File: src/rtl/chopper_pkg.sv
package chopper_pkg;

  typedef enum logic [1:0] {
    BR_OFF   = 2'b00,
    BR_DRIVE = 2'b01,
    BR_FAST  = 2'b10,
    BR_SLOW  = 2'b11
  } bridge_e;

  typedef enum logic [2:0] {
    FP_NONE,
    FP_BLANK,
    FP_EIGHTH,
    FP_QUARTER,
    FP_HALF,
    FP_FULL
  } fastPart_e;

  // strobes from control to datapath
  typedef struct packed {
    logic loadBlank;
    logic loadOff;
  } chopStrobe_t;

  // status from datapath to control
  typedef struct packed {
    logic blankDone;
    logic tripSeen;
    logic fastLast;
    logic offLast;
    logic noFast;
    logic nearZero;
    logic torqueOff;
  } chopStatus_t;

  // three-level pin: 0 low, 1 floating, 2 high
  function automatic logic [1:0] triLevel(input logic [1:0] pin);
    case (pin)
      2'b00:   return 2'd0;
      2'b01:   return 2'd1;
      default: return 2'd2;
    endcase
  endfunction

  // blanking length in units, by sine group (3 = top) and torque column
  function automatic logic [2:0] blankUnits(input logic [1:0] grp, input logic [2:0] col);
    logic [2:0] u;
    u = 3'd3;
    case (grp)
      2'd3: begin
        if (col <= 3'd1)      u = 3'd6;
        else if (col <= 3'd4) u = 3'd5;
        else if (col <= 3'd6) u = 3'd4;
        else                  u = 3'd3;
      end
      2'd2: begin
        if (col <= 3'd2)      u = 3'd5;
        else if (col <= 3'd5) u = 3'd4;
        else                  u = 3'd3;
      end
      2'd1: begin
        if (col <= 3'd2) u = 3'd4;
        else             u = 3'd3;
      end
      default: u = 3'd3;
    endcase
    return u;
  endfunction

  // fast-decay share by decay digits and set-point direction
  function automatic fastPart_e decayPart(input logic [1:0] hi, input logic [1:0] lo,
                                          input logic rising);
    fastPart_e p;
    case ({hi, lo})
      4'b0000: p = FP_NONE;
      4'b0001: p = rising ? FP_NONE : FP_QUARTER;
      4'b0010: p = rising ? FP_NONE : FP_BLANK;
      4'b0100: p = FP_BLANK;
      4'b0101: p = FP_HALF;
      4'b0110: p = FP_QUARTER;
      4'b1000: p = rising ? FP_NONE : FP_HALF;
      4'b1001: p = rising ? FP_NONE : FP_EIGHTH;
      4'b1010: p = rising ? FP_NONE : FP_FULL;
      default: p = FP_NONE;
    endcase
    return p;
  endfunction

endpackage

File: src/rtl/chopper_datapath.sv
module chopper_datapath
  import chopper_pkg::*;
#(
  parameter int BLANK_UNIT_CYC = 3,
  parameter int TOFF_UNIT_CYC  = 100,
  parameter int CODE_W         = 5,
  parameter int TORQUE_W       = 4,
  parameter int SYNC_STAGES    = 2
) (
  input  logic                clk,
  input  logic                rstN,
  input  logic                tripIn,
  input  logic                zeroIn,
  input  logic [CODE_W-1:0]   sineCode,
  input  logic [TORQUE_W-1:0] torqueCode,
  input  logic [1:0]          toffSel,
  input  logic [1:0]          decHi,
  input  logic [1:0]          decLo,
  input  chopStrobe_t         strobe,
  output chopStatus_t         status
);

  localparam int TOFF_MAX = 3 * TOFF_UNIT_CYC;
  localparam int CNT_W    = $clog2(TOFF_MAX + 1);
  localparam logic [TORQUE_W-1:0] OFF_CODE = TORQUE_W'(8);

  // trip synchronizer
  logic [SYNC_STAGES-1:0] syncQ;
  always_ff @(posedge clk or negedge rstN) begin
    if (!rstN) syncQ <= '0;
    else       syncQ <= {syncQ[SYNC_STAGES-2:0], tripIn};
  end

  // set-point direction from sine code changes
  logic [CODE_W-1:0] prevCode;
  logic              risingQ;
  always_ff @(posedge clk or negedge rstN) begin
    if (!rstN) begin
      prevCode <= '0;
      risingQ  <= 1'b0;
    end else if (sineCode != prevCode) begin
      risingQ  <= (sineCode > prevCode);
      prevCode <= sineCode;
    end
  end

  // blanking length
  logic [1:0]       sineGrp;
  logic [2:0]       units;
  logic [CNT_W-1:0] blankNow;
  always_comb begin
    if (sineCode >= CODE_W'(16))     sineGrp = 2'd3;
    else if (sineCode >= CODE_W'(8)) sineGrp = 2'd2;
    else if (sineCode >= CODE_W'(4)) sineGrp = 2'd1;
    else                             sineGrp = 2'd0;
    units    = blankUnits(sineGrp, torqueCode[2:0]);
    blankNow = CNT_W'(int'(units) * BLANK_UNIT_CYC);
  end

  // off-time length
  logic [CNT_W-1:0] toffNow;
  always_comb begin
    case (triLevel(toffSel))
      2'd0:    toffNow = CNT_W'(2 * TOFF_UNIT_CYC);
      2'd1:    toffNow = CNT_W'(TOFF_UNIT_CYC);
      default: toffNow = CNT_W'(3 * TOFF_UNIT_CYC);
    endcase
  end

  // fast-decay length
  logic [CNT_W-1:0] blankHeld;
  fastPart_e        part;
  logic [CNT_W-1:0] fastLen;
  always_comb begin
    part = decayPart(triLevel(decHi), triLevel(decLo), risingQ);
    case (part)
      FP_BLANK:   fastLen = blankHeld;
      FP_EIGHTH:  fastLen = toffNow >> 3;
      FP_QUARTER: fastLen = toffNow >> 2;
      FP_HALF:    fastLen = toffNow >> 1;
      FP_FULL:    fastLen = toffNow;
      default:    fastLen = '0;
    endcase
  end

  // phase counters
  logic [CNT_W-1:0] blankCnt;
  logic [CNT_W-1:0] offCnt;
  logic [CNT_W-1:0] fastCnt;
  always_ff @(posedge clk or negedge rstN) begin
    if (!rstN) begin
      blankCnt  <= '0;
      blankHeld <= '0;
    end else if (strobe.loadBlank) begin
      blankCnt  <= blankNow;
      blankHeld <= blankNow;
    end else if (blankCnt != '0) begin
      blankCnt <= blankCnt - 1'b1;
    end
  end

  always_ff @(posedge clk or negedge rstN) begin
    if (!rstN) begin
      offCnt  <= '0;
      fastCnt <= '0;
    end else if (strobe.loadOff) begin
      offCnt  <= toffNow;
      fastCnt <= fastLen;
    end else begin
      if (offCnt != '0)  offCnt  <= offCnt - 1'b1;
      if (fastCnt != '0) fastCnt <= fastCnt - 1'b1;
    end
  end

  always_comb begin
    status.blankDone = (blankCnt == '0);
    status.tripSeen  = syncQ[SYNC_STAGES-1];
    status.fastLast  = (fastCnt == CNT_W'(1));
    status.offLast   = (offCnt == CNT_W'(1));
    status.noFast    = (fastLen == '0);
    status.nearZero  = zeroIn;
    status.torqueOff = (torqueCode >= OFF_CODE);
  end

endmodule

File: src/rtl/chopper_control.sv
module chopper_control
  import chopper_pkg::*;
(
  input  logic        clk,
  input  logic        rstN,
  input  chopStatus_t status,
  output chopStrobe_t strobe,
  output bridge_e     bridgeNow
);

  typedef enum logic [2:0] {
    ST_OFF,
    ST_DRIVE,
    ST_FAST,
    ST_COAST,
    ST_SLOW
  } chopState_e;

  chopState_e stateQ;
  chopState_e stateD;

  always_comb begin
    stateD           = stateQ;
    strobe.loadBlank = 1'b0;
    strobe.loadOff   = 1'b0;
    if (status.torqueOff) begin
      stateD = ST_OFF;
    end else begin
      case (stateQ)
        ST_OFF: begin
          stateD           = ST_DRIVE;
          strobe.loadBlank = 1'b1;
        end
        ST_DRIVE: begin
          if (status.blankDone && status.tripSeen) begin
            strobe.loadOff = 1'b1;
            stateD         = status.noFast ? ST_SLOW : ST_FAST;
          end
        end
        ST_FAST, ST_COAST: begin
          if (status.offLast) begin
            stateD           = ST_DRIVE;
            strobe.loadBlank = 1'b1;
          end else if (status.fastLast) begin
            stateD = ST_SLOW;
          end else if (stateQ == ST_FAST && status.nearZero) begin
            stateD = ST_COAST;
          end
        end
        ST_SLOW: begin
          if (status.offLast) begin
            stateD           = ST_DRIVE;
            strobe.loadBlank = 1'b1;
          end
        end
        default: stateD = ST_OFF;
      endcase
    end
  end

  always_ff @(posedge clk or negedge rstN) begin
    if (!rstN) stateQ <= ST_OFF;
    else       stateQ <= stateD;
  end

  always_comb begin
    case (stateQ)
      ST_DRIVE: bridgeNow = BR_DRIVE;
      ST_FAST:  bridgeNow = BR_FAST;
      ST_SLOW:  bridgeNow = BR_SLOW;
      default:  bridgeNow = BR_OFF;
    endcase
  end

endmodule

File: src/rtl/winding_chopper.sv
module winding_chopper
  import chopper_pkg::*;
#(
  parameter int BLANK_UNIT_CYC = 3,
  parameter int TOFF_UNIT_CYC  = 100,
  parameter int CODE_W         = 5,
  parameter int TORQUE_W       = 4
) (
  input  logic                clk,
  input  logic                rstN,
  input  logic                tripIn,
  input  logic                zeroIn,
  input  logic [CODE_W-1:0]   sineCode,
  input  logic [TORQUE_W-1:0] torqueCode,
  input  logic [1:0]          toffSel,
  input  logic [1:0]          decHi,
  input  logic [1:0]          decLo,
  output logic [1:0]          bridgeState
);

  chopStrobe_t strobe;
  chopStatus_t status;
  bridge_e     bridgeNow;

  chopper_datapath #(
    .BLANK_UNIT_CYC(BLANK_UNIT_CYC),
    .TOFF_UNIT_CYC (TOFF_UNIT_CYC),
    .CODE_W        (CODE_W),
    .TORQUE_W      (TORQUE_W),
    .SYNC_STAGES   (2)
  ) u_datapath (
    .clk       (clk),
    .rstN      (rstN),
    .tripIn    (tripIn),
    .zeroIn    (zeroIn),
    .sineCode  (sineCode),
    .torqueCode(torqueCode),
    .toffSel   (toffSel),
    .decHi     (decHi),
    .decLo     (decLo),
    .strobe    (strobe),
    .status    (status)
  );

  chopper_control u_control (
    .clk      (clk),
    .rstN     (rstN),
    .status   (status),
    .strobe   (strobe),
    .bridgeNow(bridgeNow)
  );

  assign bridgeState = bridgeNow;

endmodule

File: config.mk
export PLATFORM = sky130hd
export DESIGN_NAME = winding_chopper
export DESIGN_NICKNAME = d
export VERILOG_FILES = /design/src/rtl/chopper_pkg.sv /design/src/rtl/chopper_datapath.sv /design/src/rtl/chopper_control.sv /design/src/rtl/winding_chopper.sv
export SDC_FILE = /design/constraint.sdc
export NUM_CORES = 1
export LEC_CHECK = 0
export ABC_AREA = 1
export BUFFER_PORTS_ARGS = -buffer_cell sky130_fd_sc_hd__buf_2
export CORE_ASPECT_RATIO = 1.2
export CORE_MARGIN = 10
export CORE_UTILIZATION = 65
export DETAILED_ROUTE_END_ITERATION = 10
export GPL_TIMING_DRIVEN = 0
export PLACE_DENSITY = 0.87
export SYNTH_ARGS = -nofsm -noshare
export SYNTH_HDL_FRONTEND = slang
export SYNTH_SLANG_ARGS = --single-unit
File: constraint.sdc
create_clock -name clk -period 4.55 [get_ports clk]
set_input_delay 0.91 -clock clk [delete_from_list [all_inputs] [get_ports clk]]
set_output_delay 0.91 -clock clk [all_outputs]
set_load 0.01 [all_outputs]
==> metrics.md, run 1 <==
| Metric | Value |
|---|---|
| Area of the multi-input gates | `0.001658 mm^2` |
| Design Area, Final | `0.003304 mm^2` |
| Clk slew on worst S/H paths | `80 ps` |
| I/O pin total | `21` |
| Die Y | `95.00 um` |
| Share of flip-flops with an asynchronous set or reset | `100.0%` |
| Routed Antenna Nets | `0` |
| Leakage | `1.768 nW` |
| DIE AREA | `0.007837 mm^2` |
| Iter 0 DRT Violations | `128` |
| Unrepaired setup endpoints after global routing | `no` |
| Most frequent cells in the layout | `97 x nand2_1, 69 x inv_1, 45 x nor2_1` |
| Postcts setup bufs | `0` |
| CTS tree | `yes` |
| Startpoint types | `primary input` |
| Synthesis warning total | `0` |
| Worst vdd ir | `0.0003296 V` |
| Via/cell ratio | `5.391` |
| Synth Area in XOR/XNOR | `3.162%` |
| R2R setup slack | `2530 ps` |
| Share of cells above drive strength 1 | `14.85%` |
| GPL Wtd Cong | `0.9180` |
| Crit path max fanout | `5` |
| Slew HR | `36.46%` |
| Setup TNS | `0 ps` |
| Total number of vias | `2782` |
| Yosys reg bits | `43` |
| # diodes | `0` |
| Fill cell count | `387` |
| Syn_nets | `463` |
| Min Tclk post-route | `2579 ps` |
| Global-route wire length before repair | `11.40 mm` |
| Post-Synth Simple-Gate Area | `32.44%` |
| CP Class | `primary input to flip-flop` |
| Synthesized cell area | `0.003047 mm^2` |
| Skew-Pair Late Insertion Delay | `310 ps` |
| Layout Nets | `490` |
| DRT Pass-1 Iters | `4` |
| Worst Setup End Kind | `flip-flop` |
| CTS Buffer Depth | `2` |
| FP Rows | `27` |
| Mux share of post-synthesis cell area | `0%` |
| Slew Viols, Final | `0` |
| Fmax | `387.8 MHz` |
| DP Worst Slack | `1641 ps` |
| Final setup margin | `1971 ps` |
| Main combinational cell family by area after synthesis | `simple AND/OR/NAND/NOR gates` |
| Core Region | `0.004561 mm^2` |
| Tcrit/Tclk final | `56.67%` |
| Cell count after synthesis | `430` |
| # setup viols final | `0` |
| Seq/Total Area, Yosys | `35.32%` |
| Register area | `0.001076 mm^2` |
| WP data arrival | `2810 ps` |
| CP required | `4780 ps` |
| Largest net degree at the start of global routing | `44` |
| P per Cell Area | `487.4 mW/mm^2` |
| Max-cap viol count | `0` |
| Total Power | `1.611 mW` |
| Placed Area | `0.003219 mm^2` |
| HP Class | `flip-flop to flip-flop` |
| Status | `finished clean` |
| Total clock sinks | `43` |
| Most common cell after layout, fill and taps aside | `nand2_1` |
| Post-synth top flop | `dfrtp_1` |
| Worst clock skew | `8.996 ps` |
| Synth cell types | `40` |
| Clock Root Buffer | `clkbuf_8` |
| Initial antenna violation count | `0` |
| Worst-margin pin slew | `953.1 ps` |
| Post-DP HPWL | `4.947 mm` |
| Routed len/inst | `12.24 um` |
| Post-CTS sizing | `0` |
| Mapped Avg Cell Area | `7.085 um^2` |
| GR Util All Layers | `18.00%` |
| Compound-cell area share of the yosys netlist | `12.81%` |
| Final Hold Fails | `0` |
| Number of enable flip-flop cells after synthesis | `0` |
| H-tree Lvls | `2` |
| Hold Buf Count CTS | `0` |
| Total gr overflow | `0` |
| Initial Utilization | `66.80%` |
| DRC | `0` |
| Area grow syn2layout | `8.460%` |
| Vias in the first global route | `2775` |
| Port bufs | `20` |
| Chip width | `82.50 um` |
| CTS Buf Count | `5` |
| Synth Area in Adders | `5.996%` |
| Routed WL | `6.317 mm` |
==> cell families after synthesis <==
| family | after synthesis |
|---|---|
| simple gates | 213 |
| buf+inv | 82 |
| compound gates | 67 |
| xor+xnor | 11 |
| flops | 43 |
| fa+ha+maj | 14 |
==> where the power goes <==
group          internal (mW)  switching (mW)
clock network          0.107           0.136
registers              0.528           0.102
logic                  0.285           0.452
total                  0.921           0.690
==> stage by stage <==
step	utilization (%)	cells	hold slack (ps)
3_5_place_dp	70.59	508	339.5
5_1_grt	72.46	516	362.7
6_report	72.46	516	356.0
2_1_floorplan	-	430	331.2
4_1_cts	72.46	516	358.0
3_3_place_gp	70.59	508	332.9
==> worst max-delay path, cell delays in order <==
cell and delay (ps):
buf_2 120, nand2_1 80, nand2_1 80, inv_1 60, nand2_1 40, a22oi_1 190
o211ai_1 160, ha_1 240, inv_1 70, fa_1 390, or2_2 320, a21oi_1 140
==> flip-flops by register name, indices dropped and copies added, names as in the netlist <==
| register | cells |
|---|---|
| u_datapath.risingQ | 1 |
| u_datapath.prevCode | 5 |
| u_datapath.syncQ | 2 |
| u_datapath.offCnt | 9 |
| u_control.stateQ | 3 |
| u_datapath.blankHeld | 5 |
| u_datapath.blankCnt | 9 |
| u_datapath.fastCnt | 9 |
==> cell usage after synthesis (3+ instances only) <==
cell	number	area share, %
o21ai_0	31	5.1
ha_1	13	5.3
nand2_2	5	1.0
nor2_2	9	1.8
o211ai_1	5	1.2
nor2_1	45	5.5
nand4_1	7	1.4
inv_2	9	1.1
inv_1	69	8.5
nand3_2	5	1.6
nand3_1	24	3.9
or2_2	3	0.62
xor2_1	8	2.3
a21oi_1	17	2.8
nand2_1	97	12
xnor2_1	3	0.86
nor3_1	10	1.6
dfrtp_1	43	35
==> worst paths after layout <==
check                                                        start                                  to  depth (start not counted)
min in group asynchronous                                     rstN   u_datapath.fastCnt[6]$_DFFE_PN0P_                          1
worst max-delay path                                 torqueCode[1]  u_datapath.blankCnt[2]$_DFFE_PN0P_                         12
worst min-delay path                 u_datapath.syncQ[0]$_DFF_PN0_       u_datapath.syncQ[1]$_DFF_PN0_                          0
worst min register to register       u_datapath.syncQ[0]$_DFF_PN0_       u_datapath.syncQ[1]$_DFF_PN0_                          0
worst max register to register  u_datapath.blankCnt[0]$_DFFE_PN0P_   u_datapath.fastCnt[0]$_DFFE_PN0P_                         11
max in group asynchronous                                     rstN      u_datapath.risingQ$_DFFE_PN0N_                          1
==> cell type report <==
class | instances | share of cell area, %
multi-input combinational | 305 | 50.17
sequential | 43 | 32.56
inverter | 78 | 8.860
timing repair buffer | 20 | 3.029
clock buffer | 6 | 2.196
tap | 58 | 2.196
buffer | 4 | 0.6058
clock inverter | 2 | 0.3786
==> routing by layer <==
layer,GRT usage (%),routed length (um),vias up
met5,0,0,-
li1,-,-,1433
met1,19.85,2699,1291
met3,3.517,194,13
met4,6.704,146,0
met2,32.79,3278,45
Power figures use the tool's default switching activity.
==> inputs of run 2 (changes only) <==
--- a/config.mk
+++ b/config.mk
@@ -9,10 +9,10 @@
 export BUFFER_PORTS_ARGS = -buffer_cell sky130_fd_sc_hd__buf_2
 export CORE_ASPECT_RATIO = 1.2
 export CORE_MARGIN = 10
-export CORE_UTILIZATION = 65
+export CORE_UTILIZATION = 55
 export DETAILED_ROUTE_END_ITERATION = 10
 export GPL_TIMING_DRIVEN = 0
-export PLACE_DENSITY = 0.87
+export PLACE_DENSITY = 0.78
 export SYNTH_ARGS = -nofsm -noshare
 export SYNTH_HDL_FRONTEND = slang
 export SYNTH_SLANG_ARGS = --single-unit
==> constraint.sdc (replaced) <==
create_clock -name clk -period 2.35 [get_ports clk]
set_input_delay 0.47 -clock clk [delete_from_list [all_inputs] [get_ports clk]]
set_output_delay 0.47 -clock clk [all_outputs]
set_load 0.01 [all_outputs]
==> run 2 against run 1 <==
- final cell count up 0.78%
- worst setup slack worse by 1700 ps
- global-route usage down 3.1 points
- via count down 1.4%
- power up 100%
- sequential power up 94%
- largest cell class unchanged
- highest routed layer unchanged
==> metrics.md, run 2 (same netlist as run 1, synthesis figures left out) <==
| Metric | Value |
|---|---|
| Via/cell ratio | `5.275` |
| Max-cap viol count | `0` |
| Post-DP HPWL | `4.805 mm` |
| DRT Pass-1 Iters | `4` |
| Routed WL | `6.281 mm` |
| Crit path max fanout | `5` |
| Unrepaired setup endpoints after global routing | `no` |
| CP most frequent cell | `nand2_1` |
| Iter 0 DRT Violations | `109` |
| CP Buf/Inv Count | `3` |
| Routed len/inst | `12.08 um` |
| Largest net degree at the start of global routing | `44` |
| Post-CTS sizing | `0` |
| Routed Antenna Nets | `0` |
| Slew Viols, Final | `0` |
| P per Cell Area | `967.5 mW/mm^2` |
| Min Tclk post-route | `2107 ps` |
| Global-route wire length before repair | `11.10 mm` |
| Family with the most delay on the worst path | `adder cells` |
| Total number of vias | `2743` |
| DIE AREA | `0.008929 mm^2` |
| CTS Buf Count | `5` |
| Top Registers | `u_datapath.blankCnt (9), u_datapath.fastCnt (9), u_datapath.offCnt (9)` |
| CP required | `2590 ps` |
| Initial antenna violation count | `0` |
| Worst vdd ir | `0.0006311 V` |
| Fmax | `474.6 MHz` |
| GR Util All Layers | `14.94%` |
| Port bufs | `20` |
| CTS tree | `yes` |
| CP Class | `primary input to flip-flop` |
| CP max-delay cell | `fa_1` |
| Status | `finished clean` |
| Total gr overflow | `0` |
| Setup TNS | `0 ps` |
| Tcrit/Tclk final | `89.67%` |
| H-tree Lvls | `2` |
| Worst Setup End Kind | `flip-flop` |
| Final Hold Fails | `0` |
| Share of cells above drive strength 1 | `15.07%` |
| HP Class | `primary input to flip-flop` |
| DRC | `0` |
| # diodes | `0` |
| Most frequent cells in the layout | `97 x nand2_1, 69 x inv_1, 45 x nor2_1` |
| Clk slew on worst S/H paths | `90 ps` |
| Final core occ | `62.66%` |
| Chip width | `87.94 um` |
| WP data arrival | `2340 ps` |
| Skew-Pair Late Insertion Delay | `300 ps` |
| Die Y | `101.5 um` |
| Critical path cell sequence | `buf_2 > nand2_1 > nand2_1 > inv_1 > nand2_1 > a22oi_1 > o211ai_1 > ha_1 > inv_1 > fa_1 > or2_2 > a21oi_1` |
| Worst stage delay on the critical path | `390 ps` |
| Vias in the first global route | `2631` |
| CTS Buffer Depth | `2` |
| Initial Utilization | `57.12%` |
| Most common cell after layout, fill and taps aside | `nand2_1` |
| GPL Wtd Cong | `0.8484` |
| Leakage | `1.788 nW` |
| Total clock sinks | `43` |
| Worst-margin pin slew | `956.7 ps` |
| Layout Nets | `490` |
| Area grow syn2layout | `9.692%` |
| Postcts setup bufs | `0` |
| I/O pin total | `21` |
| Clock Root Buffer | `clkbuf_8` |
| Hold Buf Count CTS | `0` |
| Startpoint types | `primary input` |
| # setup viols final | `0` |
| Slew HR | `36.22%` |
| Worst clock skew | `7.442 ps` |
| Core Region | `0.005334 mm^2` |
| FP Rows | `29` |
==> run 2: cell count changes in the layout (fill, tap and decap cells not counted) <==
cell	before	now
clkbuf_1	3	2
clkinvlp_4	1	0
bufinv_16	0	1
clkbuf_8	5	6
==> run 2: final cells by class <==
type | instances | area, um^2
plain buffers | 4 | 20.02
flip-flops and latches | 43 | 1076
multi-input cells | 305 | 1658
well taps | 62 | 77.57
repair buffers | 20 | 100.1
inverters | 78 | 292.8
clock buffers | 6 | 82.58
fillers | 466 | 1992
clock inverters | 2 | 35.03
==> run 2: worst paths after layout <==
check / end / cells past startpoint / start / slack [ps]
max: u_datapath.blankCnt[2]$_DFFE_PN0P_ / 12 / torqueCode[1] / 240
min: u_datapath.syncQ[0]$_DFF_PN0_ / 1 / tripIn / 280
max reg2reg: u_datapath.fastCnt[3]$_DFFE_PN0P_ / 12 / u_datapath.blankCnt[0]$_DFFE_PN0P_ / 310
min reg2reg: u_datapath.syncQ[1]$_DFF_PN0_ / 0 / u_datapath.syncQ[0]$_DFF_PN0_ / 390
max in group asynchronous: u_datapath.blankHeld[2]$_DFFE_PN0P_ / 1 / rstN / 1440
min in group asynchronous: u_datapath.fastCnt[6]$_DFFE_PN0P_ / 1 / rstN / 320
==> run 2: metal layers <==
layer  wire length [um]  GRT usage [%]  vias up
met1               2735          16.61     1281
met5                  0              0        -
met4                117          5.774        0
li1                   -              -     1427
met3                176          3.293        9
met2               3252          26.79       26
==> run 2: power breakdown <==
part           leakage, nW  internal (mW)  switching [mW]  total [mW]
logic                 1.21          0.554           0.856        1.41
registers            0.517           1.02           0.197        1.22
clock network       0.0612          0.344           0.260       0.604
==> run 2: stage by stage <==
step / std cells / area (um^2) / total power, mW / worst slack, ps / hold WS, ps
global placement: 512 / 3224 / 2.585 / -24.50 / 335.5
global route: 520 / 3342 / 3.548 / 72.17 / 271.4
CTS: 520 / 3342 / 3.256 / 247.4 / 271.8
detailed placement: 512 / 3224 / 2.636 / -100.8 / 362.9
finish: 520 / 3342 / 3.233 / 242.7 / 283.2
floorplan: 430 / 3047 / 2.316 / 220.9 / 174.4
==> inputs of run 3 (changes only) <==
--- a/config.mk
+++ b/config.mk
@@ -5,14 +5,13 @@
 export SDC_FILE = /design/constraint.sdc
 export NUM_CORES = 1
 export LEC_CHECK = 0
-export ABC_AREA = 1
 export BUFFER_PORTS_ARGS = -buffer_cell sky130_fd_sc_hd__buf_2
 export CORE_ASPECT_RATIO = 1.2
 export CORE_MARGIN = 10
 export CORE_UTILIZATION = 55
 export DETAILED_ROUTE_END_ITERATION = 10
 export GPL_TIMING_DRIVEN = 0
-export PLACE_DENSITY = 0.78
+export PLACE_DENSITY = 0.79
 export SYNTH_ARGS = -nofsm -noshare
 export SYNTH_HDL_FRONTEND = slang
 export SYNTH_SLANG_ARGS = --single-unit
==> run 3 against run 2 <==
- global-route usage increased by 0.95 points
- hold slack got worse by 19 ps
- design area decreased by 1.8%
==> metrics.md, run 3 <==
| Metric | Value |
|---|---|
| DRT Pass-1 Iters | `4` |
| CTS Buffer Depth | `2` |
| Cells on worst reg2reg path | `5` |
| Fmax | `447.9 MHz` |
| CP Class | `flip-flop to flip-flop` |
| Crit path max fanout | `7` |
| CP Buf/Inv Count | `0` |
| Hold Startpoint | `tripIn` |
| Cell count after synthesis | `337` |
| Vias in the first global route | `2652` |
| Slew Viols, Final | `0` |
| Synth area leader | `dfrtp_1` |
| Most common cell after layout, fill and taps aside | `dfrtp_1` |
| CTS Buf Count | `5` |
| Leakage | `1.442 nW` |
| Port bufs | `19` |
| CTS tree | `yes` |
| Routed len/inst | `15.34 um` |
| Top cells by area, synth | `dfrtp_1 37%, o21ai_0 5.9%, ha_1 5.6%, nor2_1 4.5%, nand2_1 3.9%` |
| Skew-Pair Late Insertion Delay | `310 ps` |
| Top Registers | `u_datapath.blankCnt (9), u_datapath.fastCnt (9), u_datapath.offCnt (9)` |
| R2R setup slack | `120 ps` |
| Placed cells | `416` |
| Hold Path Sink | `u_datapath.syncQ[0]$_DFF_PN0_` |
| Total gr overflow | `0` |
| Worst stage delay on the critical path | `680 ps` |
| Unrepaired setup endpoints after global routing | `no` |
| Area grow syn2layout | `12.87%` |
| Initial antenna violation count | `0` |
| Fin Hold WS | `264.2 ps` |
| Synthesis warning total | `0` |
| # diodes | `0` |
| Worst clock skew | `7.775 ps` |
| Global-route wire length before repair | `11.52 mm` |
| # setup viols final | `0` |
| R2R Path Start | `u_datapath.risingQ$_DFFE_PN0N_` |
| Main combinational cell family by area after synthesis | `simple AND/OR/NAND/NOR gates` |
| Total number of vias | `2588` |
| Final Hold Fails | `0` |
| Chip width | `86.38 um` |
| Most frequent cells in the layout | `43 x dfrtp_1, 35 x nor2_1, 32 x o21ai_0` |
| Synth Area in XOR/XNOR | `6.024%` |
| Final setup margin | `117.3 ps` |
| Total clock sinks | `43` |
| Tcrit/Tclk final | `95.01%` |
| CP max-delay cell | `or4b_2` |
| Hold Buf Count CTS | `0` |
| Synth cell types | `57` |
| Number of enable flip-flop cells after synthesis | `0` |
| Most frequent cell after synthesis | `dfrtp_1` |
| Cells on Worst Hold Path | `1` |
| Via/cell ratio | `6.033` |
| Worst-margin pin slew | `934.2 ps` |
| Clock Root Buffer | `clkbuf_8` |
| Seq/Total Area, Yosys | `37.01%` |
| CP required | `2550 ps` |
| Family with the most delay on the worst path | `simple AND/OR/NAND/NOR gates` |
| Slew HR | `37.72%` |
| Mapped Avg Cell Area | `8.628 um^2` |
| Share of cells above drive strength 1 | `16.26%` |
| Post-Synth Simple-Gate Area | `24.96%` |
| Worst Setup End Kind | `flip-flop` |
| Post-DP HPWL | `4.819 mm` |
| Initial Utilization | `57.64%` |
| Largest net degree at the start of global routing | `44` |
| P per Cell Area | `913.4 mW/mm^2` |
| Most frequent cells after synthesis | `43 x dfrtp_1, 35 x nor2_1, 34 x o21ai_0` |
| Synthesized cell area | `0.002908 mm^2` |
| Critical path cell sequence | `or4b_2 > o21ai_0 > a221oi_1 > and3b_1 > a31o_2` |
| Share of flip-flops with an asynchronous set or reset | `100.0%` |
| Layout Nets | `401` |
| Clk slew on worst S/H paths | `80 ps` |
| Routed Antenna Nets | `0` |
| GPL Wtd Cong | `0.8646` |
| Iter 0 DRT Violations | `120` |
| Die Y | `99.65 um` |
| Final Instance Count excl. Fillers | `429` |
| Synth Area in Adders | `6.282%` |
| WP data arrival | `2430 ps` |
| Top cell type's share of synthesized area | `37.01%` |
| Min Tclk post-route | `2233 ps` |
| Startpoint types | `flip-flop` |
| Post-synth top flop | `dfrtp_1` |
| Max-cap viol count | `0` |
| HP Class | `primary input to flip-flop` |
| DRC | `0` |
| Yosys reg bits | `43` |
| DIE AREA | `0.008607 mm^2` |
| Worst vdd ir | `0.0005815 V` |
| Status | `finished clean` |
| Syn_nets | `370` |
| DP Worst Slack | `-406.7 ps` |
| Core Region | `0.005045 mm^2` |
| Routed WL | `6.580 mm` |
| Compound-cell area share of the yosys netlist | `17.64%` |
| FP Rows | `28` |
| GR Util All Layers | `15.90%` |
| Mux share of post-synthesis cell area | `3.614%` |
| Worst r2r dst | `u_control.stateQ[2]$_DFFE_PN0P_` |
| H-tree Lvls | `2` |
| I/O pin total | `21` |
run 3: worst max-delay path by stage:
stage                                                endpoint                                from  slack, ps  cells past startpoint
after floorplan              u_datapath.offCnt[3]$_DFFE_PN0P_  u_datapath.blankCnt[0]$_DFFE_PN0P_         30                      9
after global placement    u_datapath.blankHeld[3]$_DFFE_PN0P_                         sineCode[4]       -230                     11
after detailed placement   u_datapath.blankCnt[2]$_DFFE_PN0P_    u_datapath.offCnt[7]$_DFFE_PN0P_       -410                      5
after CTS                  u_datapath.blankCnt[2]$_DFFE_PN0P_    u_datapath.offCnt[7]$_DFFE_PN0P_        -40                      6
after global routing          u_control.stateQ[2]$_DFFE_PN0P_                            decLo[0]         20                      7
final                         u_control.stateQ[2]$_DFFE_PN0P_      u_datapath.risingQ$_DFFE_PN0N_        120                      5
run 3: timing repair:
item                       in CTS  in global routing
setup buffers                   4                  2
gates resized for setup         4                  6
cloned                          0                  0
pin swaps                       4                  3
setup endpoints to repair      31                 24
run 3: through the flow:
stage               instance area (um^2)  TNS (ps)  power (mW)  util (%)
floorplan                           2917         0       2.087         -
global placement                    3087     -3451       2.290     61.19
detailed placement                  3087     -6289       2.348     61.19
CTS                                 3252    -43.24       2.966     64.46
global route                        3282         0       3.263     65.05
finish                              3282         0       2.998     65.05
run 3: cell families (layout without fill, tap and decap cells):
kind of cell	count (synthesis)	in the layout
simple gates	134	134
fa+ha+maj	14	14
compound gates	84	84
xor+xnor	20	20
mux	10	10
buf+inv	32	64
flops	43	43
run 3: power by group:
group	switching (mW)	internal (mW)	leakage [nW]
clock	0.273	0.317	0.0581
combinational	0.596	0.552	0.861
sequential	0.258	1.00	0.523
total	1.13	1.87	1.44
run 3: metal layers:
metal	GRT usage (%)	wire, um	vias to the layer above
li1	-	-	1253
met4	6.742	157	0
met1	17.74	2729	1261
met3	3.020	226	15
met5	0	0	-
met2	28.38	3466	59
run 3: cell type report:
type	instances	area [um^2]
clock inverter	3	43.79
sequential	43	1076
buffer	11	50.05
timing repair buffer	25	140.1
inverter	20	75.07
tap	60	75.07
fill	446	1763
multi-input combinational	262	1753
clock buffer	5	68.82
